File: config.mk
export PLATFORM = sky130hd
export DESIGN_NAME = cellstat_ctr
export DESIGN_NICKNAME = d
export VERILOG_FILES = /design/src/rtl/cellstat_pkg.sv /design/src/rtl/cellstat_qual.sv /design/src/rtl/cellstat_satcnt.sv /design/src/rtl/cellstat_rdport.sv /design/src/rtl/cellstat_ctr.sv
export SDC_FILE = /design/constraint.sdc
export NUM_CORES = 1
export LEC_CHECK = 0
export BUFFER_PORTS_ARGS = -buffer_cell sky130_fd_sc_hd__clkbuf_2
export CORE_AREA = 5 5 89 111
export DETAILED_ROUTE_END_ITERATION = 10
export DIE_AREA = 0 0 94 116
export GPL_TIMING_DRIVEN = 1
export SYNTH_ARGS = -nofsm -noshare
export SYNTH_HDL_FRONTEND = slang
export SYNTH_SLANG_ARGS = --single-unit
File: constraint.sdc
create_clock -name clk -period 3.8 [get_ports clk]
set_input_delay 0.76 -clock clk [delete_from_list [all_inputs] [get_ports clk]]
set_output_delay 0.76 -clock clk [all_outputs]
set_load 0.03 [all_outputs]
File: src/rtl/cellstat_pkg.sv
package cellstat_pkg;
  typedef enum logic [1:0] {
    MODE_DROP = 2'b00,
    MODE_COPY = 2'b01,
    MODE_ANY  = 2'b10,
    MODE_OFF  = 2'b11
  } cnt_mode_e;
endpackage

File: src/rtl/cellstat_qual.sv
module cellstat_qual
  import cellstat_pkg::*;
(
  input  logic [1:0] mode,
  input  logic       vld,
  input  logic       drop,
  input  logic       copy,
  output logic       inc
);
  always_comb begin
    inc = 1'b0;
    if (vld) begin
      case (cnt_mode_e'(mode))
        MODE_DROP: inc = drop;
        MODE_COPY: inc = copy;
        MODE_ANY:  inc = drop | copy;
        default:   inc = 1'b0;
      endcase
    end
  end
endmodule

File: src/rtl/cellstat_satcnt.sv
module cellstat_satcnt #(
  parameter int W = 32
) (
  input  logic         clk,
  input  logic         rst,
  input  logic         inc,
  input  logic         clr,
  output logic [W-1:0] cnt_q
);
  localparam logic [W-1:0] MAXV = {W{1'b1}};
  localparam logic [W-1:0] ONE  = W'(1);

  always_ff @(posedge clk) begin
    if (rst) begin
      cnt_q <= '0;
    end else if (clr) begin
      cnt_q <= inc ? ONE : '0;
    end else if (inc && cnt_q != MAXV) begin
      cnt_q <= cnt_q + ONE;
    end
  end
endmodule

File: src/rtl/cellstat_rdport.sv
module cellstat_rdport #(
  parameter int CNT_W  = 32,
  parameter int BYTE_W = 8,
  parameter int ADDR_W = 2
) (
  input  logic              clk,
  input  logic              rst,
  input  logic              rd_en,
  input  logic [ADDR_W-1:0] rd_addr,
  input  logic              capture,
  input  logic [CNT_W-1:0]  live,
  output logic [CNT_W-1:0]  snap_q,
  output logic [BYTE_W-1:0] rd_data
);
  localparam int NUM_BYTES = CNT_W / BYTE_W;

  logic [BYTE_W-1:0] snap_bytes [NUM_BYTES];

  for (genvar g = 0; g < NUM_BYTES; g++) begin : g_slice
    assign snap_bytes[g] = snap_q[g*BYTE_W +: BYTE_W];
  end

  always_ff @(posedge clk) begin
    if (rst) begin
      snap_q  <= '0;
      rd_data <= '0;
    end else begin
      if (capture) snap_q <= live;
      if (rd_en) begin
        if (capture) rd_data <= live[BYTE_W-1:0];
        else         rd_data <= snap_bytes[rd_addr];
      end
    end
  end
endmodule

File: src/rtl/cellstat_ctr.sv
module cellstat_ctr #(
  parameter int CNT_W  = 32,
  parameter int BYTE_W = 8,
  parameter int ADDR_W = $clog2(CNT_W / BYTE_W)
) (
  input  logic              clk,
  input  logic              rst,
  input  logic [1:0]        cfg_mode,
  input  logic              evt_vld,
  input  logic              evt_drop,
  input  logic              evt_copy,
  input  logic              rd_en,
  input  logic [ADDR_W-1:0] rd_addr,
  output logic [BYTE_W-1:0] rd_data
);
  logic             cnt_inc;
  logic             cnt_clr;
  logic [CNT_W-1:0] live_cnt;
  logic [CNT_W-1:0] snap_q;

  assign cnt_clr = rd_en && (rd_addr == '0);

  cellstat_qual u_qual (
    .mode (cfg_mode),
    .vld  (evt_vld),
    .drop (evt_drop),
    .copy (evt_copy),
    .inc  (cnt_inc)
  );

  cellstat_satcnt #(.W(CNT_W)) u_cnt (
    .clk   (clk),
    .rst   (rst),
    .inc   (cnt_inc),
    .clr   (cnt_clr),
    .cnt_q (live_cnt)
  );

  cellstat_rdport #(.CNT_W(CNT_W), .BYTE_W(BYTE_W), .ADDR_W(ADDR_W)) u_rd (
    .clk     (clk),
    .rst     (rst),
    .rd_en   (rd_en),
    .rd_addr (rd_addr),
    .capture (cnt_clr),
    .live    (live_cnt),
    .snap_q  (snap_q),
    .rd_data (rd_data)
  );
endmodule

==> key figures, run 1 <==
Global route
  – GR peak layer: met2
  – Vias in the first global route: 2656
  – Congestion Overflow GR: 0
  – GR Util met3: 2.532%
  – Initial antenna violation count: 0
  – GRT Total Usage: 16.39%
  – First-pass GRT wire length: 13550 um
  – Met2 Usage GRT: 28.00%
  – Largest net degree at the start of global routing: 43
  – GR Layer Usage met1: 18.97%

Worst setup path
  – Reg2reg end: u_cnt.cnt_q[2]
  – Crit path cell chain: ha_1 -> and3_1 -> nand4_4 -> o31ai_4 -> or3_1 -> a21oi_1
  – Critical path's largest stage delay: 0.77 ns
  – Worst setup startpoint: u_cnt.cnt_q[0]
  – Worst Path Arrival: 2.50 ns
  – Reg2reg start: u_cnt.cnt_q[0]
  – Cells on worst reg2reg path: 6
  – Critical Path RT: 4.02 ns
  – Slowest cell on crit path: o31ai_4
  – Worst setup path endpoint: u_cnt.cnt_q[2]
  – Worst Setup Start Kind: register
  – FF-to-FF setup slack: 1.52 ns
  – Critical Path End Type: register
  – Maximum fanout along the worst path: 25
  – Critical path type: reg -> reg

STA
  – Slew HR: 45.81%
  – Final setup viols: 0
  – Worst-Margin Slew: 0.8128 ns
  – Worst Skew: 0.009791 ns
  – Max Clock Freq: 438.2 MHz
  – Final count of pins violating max slew: 0
  – Final setup TNS: 0 ns
  – Final Cycle Share: 60.05%
  – RSZ-0062 raised after global routing: false
  – Minimum clock period: 2.282 ns
  – Setup ws final: 1.518 ns
  – Final hold violations: 0

Synthesis
  – Post-Synth Simple-Gate Area: 27.81%
  – Synth unique cells: 44
  – Ys Warns: 0
  – Syn Inst Count: 400
  – Post-Syn Nets: 411
  – Combinational family with the most area after synthesis: simple AND/OR/NAND/NOR gates
  – Register area share after synthesis: 42.49%
  – XOR/XNOR Fraction of Synth Area: 1.033%
  – Area share of fa/ha/maj cells after synthesis: 0.3689%
  – Multiplexer share of the synthesized area: 5.312%
  – Synth Area per Inst: 8.480 um2
  – Post-synthesis register bit count: 72
  – Synth Area in Compound Gates: 19.25%
  – Post-Synthesis Cell Area: 3392 um2

Clock tree
  – CTS tree: yes
  – Clock tree buffer depth: 2
  – Number of clock sinks: 72
  – Hold-fix buffers at CTS: 0
  – Root Buffer: clkbuf_8
  – Post-CTS setup buffers: 0
  – Clock-pin slew on the worst setup and hold paths: 0.08 ns
  – CTS Buf Count: 9
  – H-tree depth: 3
  – Clock Latency Late Sink: 0.36 ns
  – Resized cells post-CTS: 0

Power
  – Seq pwr share: 51.8%
  – Switching share of power: 25.11%
  – Comb pwr share: 5.2%
  – PD cells: 392.9 nW/um2
  – Pint: 1.103 mW
  – P_leak: 1.217 nW
  – Clock power share: 42.9%
  – Psw: 369.8 uW
  – Max rail drop VDD: 0.1527 mV

Placed design
  – Post-place setup slack: 1.383 ns
  – Post-detail-place hpwl: 5963 um
  – PortBufs: 17
  – GPL Wtd Cong: 0.7873

Route
  – Total routed wirelength: 8266 um
  – Via count: 2880
  – Final ANT Viol Nets: 0
  – DR pass1 iterations: 4
  – Post-route DRC: 0
  – Routed wire length per instance: 15.51 um
  – Via density: 5.403
  – First DRT Iteration DRCs: 155

Cells and area
  – Final core utilization: 43.32%
  – Layout net count: 419
  – N_diodes: 0
  – Share of cells above drive strength 1: 13.80%
  – FILL cells: 899
  – Multi-input gate area: 1824 um2
  – Area delta synth->final: 10.51%
  – Register area: 1441 um2

Floorplan
  – Core area: 8653 um2
  – Die area: 10900 um2
  – Die height: 116 um
  – Initial Util: 39.20%
  – Placement Rows: 38
  – Die width: 94 um
  – Num ports: 18

Outcome
  – Outcome: finished, final reports clean

Worst hold path
  – Hold crit path type: reg -> reg

Job
  – Max-cap viol count: 0
-- cells by family after synthesis --
group           count (synthesis)
simple gates                  178
compound gates                110
flops                          72
buf+inv                        27
mux                             8
xor+xnor                        4
fa+ha+maj                       1
-- cells in the final DEF, fill, tap and decap left out, types with 4 or more instances in the layout --
| cell | Yosys | routed |
|---|---|---|
| o21ai_1 | 11 | 11 |
| nand3_1 | 18 | 18 |
| nor2b_1 | 8 | 8 |
| a21oi_1 | 62 | 62 |
| and4_1 | 7 | 7 |
| nand4_1 | 5 | 5 |
| nand2_1 | 78 | 78 |
| dfxtp_1 | 72 | 72 |
| nor2_1 | 17 | 17 |
| buf_4 | 0 | 4 |
| clkbuf_8 | 0 | 10 |
| and2_1 | 7 | 7 |
| o21ai_0 | 13 | 13 |
| mux4_2 | 8 | 8 |
| a211oi_1 | 8 | 8 |
| or3_1 | 21 | 21 |
| clkbuf_2 | 0 | 17 |
-- worst min-delay path by stage --
stage | startpoint | end | slack (ns) | depth (start not counted)
after global routing | u_rd.snap_q[0] | u_rd.snap_q[0] | 0.48 | 2
after floorplan | u_rd.snap_q[0] | u_rd.snap_q[0] | 0.43 | 2
final | u_rd.snap_q[1] | u_rd.snap_q[1] | 0.45 | 2
after CTS | u_rd.snap_q[1] | u_rd.snap_q[1] | 0.45 | 2
after detailed placement | u_rd.snap_q[1] | u_rd.snap_q[1] | 0.44 | 2
after global placement | u_rd.snap_q[1] | u_rd.snap_q[1] | 0.44 | 2
-- cell type report --
cell class,instances,share of cell area (%)
clock buffers,10,3.672
clock inverters,6,1.836
inverters,3,0.3004
multi-input cells,301,48.66
flip-flops and latches,72,38.45
well taps,120,4.005
repair buffers,21,3.071
-- metrics by stage --
| stage | hold WS (ns) | std cells | total power [mW] | instance area (um2) |
|---|---|---|---|---|
| final | 0.4532 | 533 | 1.473 | 3749 |
| after global routing | 0.4806 | 533 | 1.532 | 3749 |
| after CTS | 0.4547 | 533 | 1.483 | 3749 |
| after detailed placement | 0.4442 | 517 | 0.8591 | 3542 |
| after global placement | 0.4378 | 517 | 0.8578 | 3542 |
| after floorplan | 0.4318 | 400 | 0.8419 | 3392 |
-- critical path, delay by kind of cell (launching register included) --
kind,cells,cell delay (ns)
fa+ha+maj,1,0.22
flops,1,0.45
compound gates,2,0.83
simple gates,3,0.64
-- flip-flops by register name (all words and copies together), names as in the netlist --
signal	flops
u_rd.rd_data	8
u_rd.snap_q	32
u_cnt.cnt_q	32
-- power groups by stage --
stage          clock (mW)  sequential, mW  combinational (mW)
2_1_floorplan           0           0.789              0.0531
3_3_place_gp            0           0.781              0.0767
3_5_place_dp            0           0.781              0.0778
4_1_cts             0.642           0.763              0.0779
5_1_grt             0.683           0.764              0.0844
6_report            0.632           0.764              0.0771
-- Yosys cell counts (all sizes together) --
library cell	count	share of area, %
a211oi	8	1.8
a21oi	62	9.1
a31o	1	0.26
a31oi	2	0.37
and2	7	1.3
and3	4	0.77
and3b	1	0.26
and4	7	1.8
buf	7	1.5
clkbuf	17	1.9
dfxtp	72	42
ha	1	0.37
inv	3	0.33
mux4	8	5.3
nand2	78	8.6
nand2b	1	0.18
nand3	18	2.7
nand4	8	2.8
nor2	17	1.9
nor2b	8	1.5
nor3	1	0.15
nor4	3	1.2
o2111ai	2	0.89
o211a	1	0.30
o211ai	3	0.66
o21a	1	0.22
o21ai	24	3.5
o311a	1	0.30
o311ai	1	0.48
o31a	1	0.26
o31ai	3	1.1
or2	1	0.18
or3	21	3.9
or4	3	0.66
xnor2	1	0.26
xor2	3	0.77
-- routing by layer --
layer,routed length [um],up-vias
met5,0,-
met1,3485,1343
li1,-,1461
met2,4239,57
met3,227,19
met4,313,0
(Power assumes the default switching activity.)
==> inputs of run 2 (changes only) <==
- clock period: 3.8 -> 2 ns (I/O delays scaled with it)
==> run 2 against run 1 <==
Wire length up 3.3%; fmax up 20%; total power up 100%; critical path depth unchanged; critical endpoint is now u_cnt.cnt_q[26]; largest cell class unchanged; largest power group unchanged.
==> key figures, run 2 (same netlist as run 1, synthesis figures left out) <==
Floorplan
  – Initial Util: 39.20%
  – Core area: 8653 um2
  – Die height: 116 um
  – Num ports: 18
  – Die width: 94 um
  – Die area: 10900 um2
  – Placement Rows: 38

Global route
  – Largest net degree at the start of global routing: 34
  – Initial antenna violation count: 0
  – Vias in the first global route: 2829
  – Congestion Overflow GR: 0
  – First-pass GRT wire length: 13990 um
  – GRT Total Usage: 16.55%

Route
  – DR pass1 iterations: 5
  – Via count: 3013
  – Final ANT Viol Nets: 0
  – First DRT Iteration DRCs: 116
  – Post-route DRC: 0
  – Routed wire length per instance: 15.03 um
  – Total routed wirelength: 8537 um
  – Via density: 5.305

Power
  – Total power: 2.950 mW
  – Switching share of power: 24.04%
  – Clock power share: 45.0%
  – P_leak: 1.413 nW
  – Comb pwr share: 5.9%
  – Max rail drop VDD: 0.2776 mV
  – PD cells: 727.8 nW/um2
  – Pint: 2.241 mW
  – Seq pwr share: 49.1%
  – Psw: 709.4 uW

Worst setup path
  – Worst Setup Start Kind: register
  – Crit path cell chain: ha_1 -> and3_1 -> and4_2 -> nand4_1 -> or3_1 -> a21oi_1
  – Maximum fanout along the worst path: 5
  – Critical path's largest stage delay: 0.38 ns
  – FF-to-FF setup slack: 0.10 ns
  – Worst Path Arrival: 2.19 ns
  – Critical Path RT: 2.29 ns
  – Slowest cell on crit path: or3_1
  – Critical Path End Type: register
  – Critical path type: reg -> reg

Cells and area
  – Final core utilization: 46.85%
  – FILL cells: 875
  – Most frequent cells in the layout: 78 x nand2_1, 67 x dfxtp_1, 62 x a21oi_1, 39 x buf_4, 21 x or3_1
  – Area delta synth->final: 19.51%
  – Commonest non-fill, non-tap cell in the layout: nand2_1
  – Biggest regs: u_cnt.cnt_q: 32 flops, u_rd.snap_q: 32 flops, u_rd.rd_data: 8 flops
  – Layout net count: 454
  – Share of cells above drive strength 1: 22.10%
  – N_diodes: 0
  – Finished Cell Area: 4054 um2

Clock tree
  – Number of clock sinks: 72
  – Hold-fix buffers at CTS: 0
  – CTS tree: yes
  – H-tree depth: 3
  – Clock Latency Late Sink: 0.36 ns
  – CTS Buf Count: 9
  – Root Buffer: clkbuf_8
  – Clock-pin slew on the worst setup and hold paths: 0.09 ns
  – Clock tree buffer depth: 2

Placed design
  – Placed Instance Area: 3790 um2
  – Post-detail-place hpwl: 6227 um
  – PortBufs: 17
  – GPL Wtd Cong: 0.8064

Job
  – Max-cap viol count: 0

STA
  – Final count of pins violating max slew: 0
  – Final hold violations: 0
  – Final setup viols: 0
  – RSZ-0062 raised after global routing: false
  – Max Clock Freq: 526.9 MHz
  – Worst-Margin Slew: 0.7278 ns
  – Minimum clock period: 1.898 ns
  – Final Cycle Share: 94.90%
  – Final setup TNS: 0 ns
  – Slew HR: 51.30%
  – Worst Skew: 0.01263 ns

Worst hold path
  – Hold crit path type: in -> reg

Outcome
  – Outcome: finished, final reports clean
==> run 2: cell count changes in the layout (fill, tap and decap cells not counted) <==
| cell | delta |
|---|---|
| o2111ai_4 | +1 |
| clkinv_4 | -1 |
| inv_6 | +1 |
| clkinvlp_4 | -1 |
| dfxtp_2 | +5 |
| buf_4 | +35 |
| bufinv_16 | +1 |
| and4_2 | +2 |
| o2111ai_2 | -1 |
| dfxtp_1 | -5 |
| and4_1 | -2 |
==> run 2: what timing repair did <==
action,in CTS,in global routing
endpoints found under the hold margin,0,0
endpoints found under the setup margin,0,15
resized for setup,0,8
setup buffers,0,2
==> run 2: cell type report <==
class	instances	area, um2	area share (%)
Clock buffer	10	137.6	3.395
Clock inverter	6	91.34	2.253
Inverter	3	11.26	0.2778
Multi-Input combinational cell	301	1838	45.34
Sequential cell	72	1448	35.71
Tap cell	120	150.1	3.704
Timing Repair Buffer	56	377.9	9.321
==> run 2: critical path, delay by kind of cell, from the launching register on <==
kind                     cells  cell delay [ns]
AND/OR/NAND/NOR              4             1.19
adder cells (fa/ha/maj)      1             0.16
AO/OA/AOI/OAI                1             0.14
flip-flops                   1             0.35
==> run 2: stage by stage <==
stage / std cells / hold WS (ns) / worst slack [ns]
2_1_floorplan: 400 / 0.4318 / 0.1724
4_1_cts: 566 / 0.3436 / 0.08120
3_3_place_gp: 550 / 0.4375 / 0.09689
3_5_place_dp: 550 / 0.4428 / 0.1036
6_report: 568 / 0.3779 / 0.1020
5_1_grt: 568 / 0.3978 / 0.002986
==> run 2: worst paths after layout <==
kind | startpoint | end | cells past startpoint
worst max register to register | u_cnt.cnt_q[0] | u_cnt.cnt_q[26] | 6
worst min register to register | u_rd.snap_q[8] | u_rd.snap_q[8] | 2
worst max-delay path | u_cnt.cnt_q[0] | u_cnt.cnt_q[26] | 6
worst min-delay path | rst | u_rd.snap_q[15] | 2
==> run 2: per-layer routing <==
layer	GRT usage [%]	up-vias	share of wire [%]
met5	0	-	0
met4	9.923	0	3.2
met3	2.143	18	3.0
met2	28.61	50	51
met1	19.45	1408	43
li1	-	1537	-
==> run 2: power by group through the flow <==
stage | combinational (mW) | clock, mW | sequential, mW
global route | 0.189 | 1.41 | 1.45
detailed placement | 0.171 | 0 | 1.48
floorplan | 0.101 | 0 | 1.50
finish | 0.174 | 1.33 | 1.45
global placement | 0.170 | 0 | 1.48
CTS | 0.172 | 1.37 | 1.45
